**config.mk**
```make
export PLATFORM = sky130hd
export DESIGN_NAME = mulacc_unit
export DESIGN_NICKNAME = d
export VERILOG_FILES = /design/src/rtl/mulacc_pkg.sv /design/src/rtl/mulacc_xfer_dec.sv /design/src/rtl/mulacc_arith.sv /design/src/rtl/mulacc_unit.sv
export SDC_FILE = /design/constraint.sdc
export NUM_CORES = 2
export LEC_CHECK = 0
export BUFFER_PORTS_ARGS = -buffer_cell sky130_fd_sc_hd__buf_2
export CORE_MARGIN = 5
export CORE_UTILIZATION = 42
export CTS_CLUSTER_SIZE = 40
export DETAILED_ROUTE_END_ITERATION = 6
export GPL_TIMING_DRIVEN = 0
export PLACE_DENSITY_LB_ADDON = 0.12
export SLEW_MARGIN = 15
export SYNTH_ARGS = -nofsm -noshare
export SYNTH_HDL_FRONTEND = slang
export SYNTH_SLANG_ARGS = --single-unit
```
**constraint.sdc**
```tcl
create_clock -name clk -period 12.5 [get_ports clk]
set_input_delay 0.625 -clock clk [delete_from_list [all_inputs] [get_ports clk]]
set_output_delay 0.625 -clock clk [all_outputs]
set_load 0.05 [all_outputs]
```
**src/rtl/mulacc_pkg.sv**
```systemverilog
package mulacc_pkg;
  // bit positions inside the control slot
  localparam int MODE_BIT  = 0;
  localparam int CARRY_BIT = 1;

  typedef enum logic {
    XF_READ  = 1'b0,
    XF_WRITE = 1'b1
  } xfer_dir_e;
endpackage

```
**src/rtl/mulacc_xfer_dec.sv**
```systemverilog
module mulacc_xfer_dec #(
  parameter int IDX_W  = 5,
  parameter int LANE_W = 2,
  parameter int LEN_W  = 5,
  parameter int LANES  = 4,
  parameter int BASE   = 25,
  parameter int REGS   = 3,
  parameter int NL     = REGS * LANES
) (
  input  logic [IDX_W-1:0]  x_reg,
  input  logic [LANE_W-1:0] x_lane,
  input  logic [LEN_W-1:0]  x_len,
  output logic              bad,
  output logic [NL-1:0]     span
);
  localparam int AW    = 16;
  localparam int FIRST = BASE * LANES;
  localparam int LIMIT = (BASE + REGS) * LANES;

  logic [AW-1:0] start_a;
  logic [AW-1:0] stop_a;

  always_comb begin
    start_a = AW'(x_reg) * AW'(LANES) + AW'(x_lane);
    stop_a  = start_a + AW'(x_len);
    bad     = (AW'(x_reg) < AW'(BASE)) || (stop_a > AW'(LIMIT));
  end

  for (genvar k = 0; k < NL; k++) begin : g_span
    assign span[k] = !bad && (AW'(FIRST + k) >= start_a) && (AW'(FIRST + k) < stop_a);
  end
endmodule

```
**src/rtl/mulacc_arith.sv**
```systemverilog
module mulacc_arith #(
  parameter int W = 32
) (
  input  logic [W-1:0]   a,
  input  logic [W-1:0]   b,
  input  logic [2*W-1:0] base,
  output logic [2*W-1:0] mul,
  output logic [2*W-1:0] sum,
  output logic           wrap
);
  logic [2*W:0] ext;

  assign mul  = {{W{1'b0}}, a} * {{W{1'b0}}, b};
  assign ext  = {1'b0, base} + {1'b0, mul};
  assign sum  = ext[2*W-1:0];
  assign wrap = ext[2*W];
endmodule

```
**src/rtl/mulacc_unit.sv**
```systemverilog
module mulacc_unit
  import mulacc_pkg::*;
#(
  parameter int WORD_W   = 32,
  parameter int IDX_W    = 5,
  parameter int LEN_W    = 5,
  parameter int BASE_IDX = 25
) (
  input  logic                       clk,
  input  logic                       rst,
  input  logic                       cyc_en,
  input  logic [WORD_W-1:0]          op_a,
  input  logic [WORD_W-1:0]          op_b,
  input  logic                       x_valid,
  input  logic                       x_dir,
  input  logic [IDX_W-1:0]           x_reg,
  input  logic [$clog2(WORD_W/8)-1:0] x_lane,
  input  logic [LEN_W-1:0]           x_len,
  input  logic [3*WORD_W-1:0]        x_wdata,
  output logic                       rd_valid,
  output logic [3*(WORD_W/8)-1:0]    rd_mask,
  output logic [3*WORD_W-1:0]        rd_data,
  output logic                       x_err,
  output logic [2*WORD_W-1:0]        prod
);
  localparam int LANES  = WORD_W / 8;
  localparam int LANE_W = $clog2(LANES);
  localparam int REGS   = 3;             // control slot + two product halves
  localparam int NL     = REGS * LANES;
  localparam int WIN_W  = NL * 8;
  localparam int PROD_W = 2 * WORD_W;

  // state
  logic [WORD_W-1:0] ctl_q;
  logic [PROD_W-1:0] prod_q;
  logic [PROD_W-1:0] acc_q;
  logic              rd_valid_q;
  logic [NL-1:0]     rd_mask_q;
  logic [WIN_W-1:0]  rd_data_q;
  logic              err_q;

  // transfer decode
  logic          bad;
  logic [NL-1:0] span;

  mulacc_xfer_dec #(
    .IDX_W (IDX_W),
    .LANE_W(LANE_W),
    .LEN_W (LEN_W),
    .LANES (LANES),
    .BASE  (BASE_IDX),
    .REGS  (REGS),
    .NL    (NL)
  ) u_dec (
    .x_reg (x_reg),
    .x_lane(x_lane),
    .x_len (x_len),
    .bad   (bad),
    .span  (span)
  );

  logic          wr_go, rd_go;
  logic [NL-1:0] wr_span;

  assign wr_go   = x_valid && (xfer_dir_e'(x_dir) == XF_WRITE) && !bad;
  assign rd_go   = x_valid && (xfer_dir_e'(x_dir) == XF_READ) && !bad;
  assign wr_span = wr_go ? span : '0;

  // window image and byte-lane merge / select
  logic [WIN_W-1:0] win_cur, win_new, rd_lanes;
  assign win_cur = {prod_q, ctl_q};

  for (genvar k = 0; k < NL; k++) begin : g_lane
    assign win_new[8*k +: 8]  = wr_span[k] ? x_wdata[8*k +: 8] : win_cur[8*k +: 8];
    assign rd_lanes[8*k +: 8] = span[k] ? win_cur[8*k +: 8] : 8'h00;
  end

  // arithmetic
  logic              ctl_hit, clr, mode_n, carry_keep, wrap;
  logic [PROD_W-1:0] base, mul, sum;

  assign ctl_hit    = |wr_span[LANES-1:0];
  assign clr        = wr_span[0] && x_wdata[CARRY_BIT] && ctl_q[CARRY_BIT];
  assign mode_n     = win_new[MODE_BIT];
  assign carry_keep = ctl_q[CARRY_BIT] && !clr;
  assign base       = clr ? '0 : acc_q;

  mulacc_arith #(.W(WORD_W)) u_arith (
    .a   (op_a),
    .b   (op_b),
    .base(base),
    .mul (mul),
    .sum (sum),
    .wrap(wrap)
  );

  // next state
  logic [WORD_W-1:0] ctl_n;
  logic [PROD_W-1:0] prod_n, acc_n;

  always_comb begin
    ctl_n            = win_new[WORD_W-1:0];
    ctl_n[MODE_BIT]  = mode_n;
    ctl_n[CARRY_BIT] = carry_keep;
    prod_n           = win_new[WIN_W-1:WORD_W];
    acc_n            = acc_q;
    if (!mode_n) begin
      prod_n = mul;
      acc_n  = '0;
    end else if (ctl_hit) begin
      prod_n           = sum;
      acc_n            = sum;
      ctl_n[CARRY_BIT] = carry_keep || wrap;
    end
  end

  always_ff @(posedge clk) begin
    if (rst) begin
      ctl_q      <= '0;
      prod_q     <= '0;
      acc_q      <= '0;
      rd_valid_q <= 1'b0;
      rd_mask_q  <= '0;
      rd_data_q  <= '0;
      err_q      <= 1'b0;
    end else if (cyc_en) begin
      ctl_q      <= ctl_n;
      prod_q     <= prod_n;
      acc_q      <= acc_n;
      rd_valid_q <= rd_go;
      rd_mask_q  <= rd_go ? span : '0;
      rd_data_q  <= rd_go ? rd_lanes : '0;
      err_q      <= x_valid && bad;
    end else begin
      rd_valid_q <= 1'b0;
      rd_mask_q  <= '0;
      rd_data_q  <= '0;
      err_q      <= 1'b0;
    end
  end

  assign rd_valid = rd_valid_q;
  assign rd_mask  = rd_mask_q;
  assign rd_data  = rd_data_q;
  assign x_err    = err_q;
  assign prod     = prod_q;
endmodule

```
==> run summary <==
Clock Sinks - 270
WP data required - 12.94 ns
DP HPWL - 157700 um
Clock Latency Late Sink - 0.53 ns
Final Cell Area - 0.05251 sq mm
core area - 0.1140 sq mm
first-pass GRT wire length - 272100 um
I/O pins - 351
Final nets - 7272
Avg Inst Size Synth - 8.760 sq um
Slew @ Worst Pin - 1.214 ns
vias in the first global route - 41120
Crit path largest cell delay - 0.89 ns
worst reg2reg path depth - 15
final hold vios - 0
Most used DFF post-synth - dfxtp_1
root buf cell - clkbuf_16
share of layout cells above drive strength 1 - 8.261%
Crit. path cell count - 37
post-synth cell types - 91
maxcap violations - 0
RePlAce Congestion - 0.9715
H-tree depth - 1
arrival time at the worst endpoint - 12.48 ns
CTS Buffer Depth - 3
chip width - 348.2 um
final setup vio count - 0
post-synth top area cell - fa_1
period utilization - 96.35%
DR pass1 iterations - 6
clock skew - 0.009589 ns
crit path kind - input pin to register
Global Route Usage Sum - 29.99%
routed wl met3 - 13440 um
# hold bufs at CTS - 0
synthesized cell area - 0.04803 sq mm
register area share after synthesis - 11.25%
reg2reg end - prod[48]$_SDFFE_PP0P_
Tmin final - 12.04 ns
Top Layer Used - met5
vias per inst - 5.449
DRT met1 WL - 76590 um
worst-path fanout max - 10
Area Growth Syn to Fin - 9.320%
met2 WL - 85200 um
cell area after placement - 0.05169 sq mm
R2R Setup Slk - 6.66 ns
CP endpoint kind - register
Worst Path Buf+Inv - 9
Num CTS Buffers - 23
Max Fclk - 0.08303 GHz
Final Slew Violations - 0
initial antenna violation count - 24
Clock transition at path regs - 0.07 ns
Worst Hold Class - input pin to register
outcome - completed
synth cell count leaders - 929 x inv_1, 898 x fa_1, 744 x and2_1
Post-synth EDFFs - 0
num rows - 124
top-count cell post-synth - inv_1
GRT overflow - 0
CTS tree - yes
synth top area cells - fa_1 37%, dfxtp_1 11%, and2_1 9.7%
slowest CP cell - clkbuf_1
Initial Utilization - 42.12%
Synth Register Bits - 270
syn_nets - 6899
Most common cell on crit path - fa_1
family with the most delay on the worst path - adder cells
startpoint types - input pin
pin count of the biggest net entering global routing - 17
Slew HR - 18.38%
Die Area - 0.1212 sq mm
top-area cell type share of the netlist area - 37.43%
Port Buffer Count - 348
crit path to - prod[62]$_SDFFE_PP0P_
final WL - 183300 um
ANT nets after route - 0
Post-synth ARST share - 0%
detailed-route DRC error count - 0
synthesized instance count - 5483
Die H - 348.2 um
R2R Path Start - ctl_q[1]$_SDFFE_PP0P_
wire per inst - 24.76 um
Critical path origin - op_a[16]
RSZ-0062 raised after global routing - no
initial drt markers - 3396
YS warnings - 0
Vias - 40350
==> kinds of logic after synthesis <==
logic type / synth area share (%)
muxes: 0.7450
AOI/OAI and AO/OA: 9.722
DFF: 11.25
and+or+nand+nor: 19.75
xor gates and xnor gates: 2.316
adders and majority gates: 46.31
buffers and inverters: 9.906
==> flip-flops by register name (all words and copies together), names as in the netlist <==
| signal | cells |
|---|---|
| acc_q | 64 |
| ctl_q | 32 |
| prod | 64 |
| rd_data | 96 |
| rd_mask | 12 |
| rd_valid | 1 |
| x_err | 1 |
==> tightest hold or removal path: stages <==
cell and delay (ns):
buf_2 0.08, mux2i_1 0.05, nor2_1 0.07
==> through the flow <==
step                      util [%]  TNS [ns]  setup WS, ns  hold WS, ns  instances
after CTS                    45.99         0        0.4702       0.3102       7384
after floorplan                  -         0         2.889       0.4273       5483
final                        46.05         0        0.4560       0.3270       7404
after global placement       45.31   -0.1291       -0.1291       0.4332       7343
after global routing         46.02         0      0.006115       0.3354       7393
after detailed placement     45.33  -0.04104      -0.04104       0.4399       7344
==> layout by cell type (no fill, tap or decap), types with 8 or more instances in the layout <==
master / instances
ha_1: 341
nand2_1: 673
o211ai_1: 19
a311oi_1: 12
dfxtp_1: 270
xor2_1: 47
and2_1: 744
mux2i_1: 32
nor2b_1: 13
clkbuf_16: 23
a22oi_1: 51
diode_2: 21
a31oi_1: 25
a21oi_1: 214
o21ai_1: 13
o31ai_1: 13
and4_1: 8
nor3_1: 46
clkbuf_1: 259
xnor2_1: 80
o21ai_0: 81
nand3_1: 44
o21a_1: 18
and3_1: 29
buf_2: 384
nand2b_1: 17
nor2_1: 237
a21o_1: 61
fa_1: 898
nand4_1: 43
a221oi_1: 12
o21bai_1: 27
inv_1: 929
a211oi_1: 29
a221o_1: 8
a211o_1: 9
or3_1: 13
==> worst min path at each step <==
stage,startpoint,endpoint,cells past startpoint
finish,x_wdata[6],ctl_q[6]$_SDFFE_PP0P_,3
global route,x_wdata[2],ctl_q[2]$_SDFFE_PP0P_,3
CTS,x_wdata[24],ctl_q[24]$_SDFFE_PP0P_,3
detailed placement,ctl_q[30]$_SDFFE_PP0P_,ctl_q[30]$_SDFFE_PP0P_,2
global placement,ctl_q[27]$_SDFFE_PP0P_,ctl_q[27]$_SDFFE_PP0P_,2
floorplan,ctl_q[24]$_SDFFE_PP0P_,ctl_q[24]$_SDFFE_PP0P_,2
==> metal layers <==
| metal | track usage [%] | vias up |
|---|---|---|
| met3 | 5.427 | 356 |
| met4 | 10.78 | 6 |
| met2 | 48.46 | 1558 |
| met5 | 0 | - |
| li1 | - | 17750 |
| met1 | 40.59 | 20670 |
==> what timing repair did <==
action,CTS,global route
setup buffers,0,0
gates resized for setup,0,22
endpoints found under the setup margin,0,5
==> area by class of cell <==
| cell class | instances | area (sq um) |
|---|---|---|
| Clock inverter | 7 | 87.58 |
| Buffer | 310 | 1279 |
| Sequential cell | 270 | 5405 |
| Clock buffer | 33 | 663.1 |
| Fill cell | 11580 | 61530 |
| Timing Repair Buffer | 349 | 1747 |
| Inverter | 930 | 3491 |
| Multi-Input combinational cell | 3972 | 37890 |
| Tap cell | 1512 | 1892 |
| Antenna cell | 21 | 52.55 |
Power is left out: the tool's default activity adds up to more than one toggle a clock period on the data nets, which glitch-free logic cannot reach.
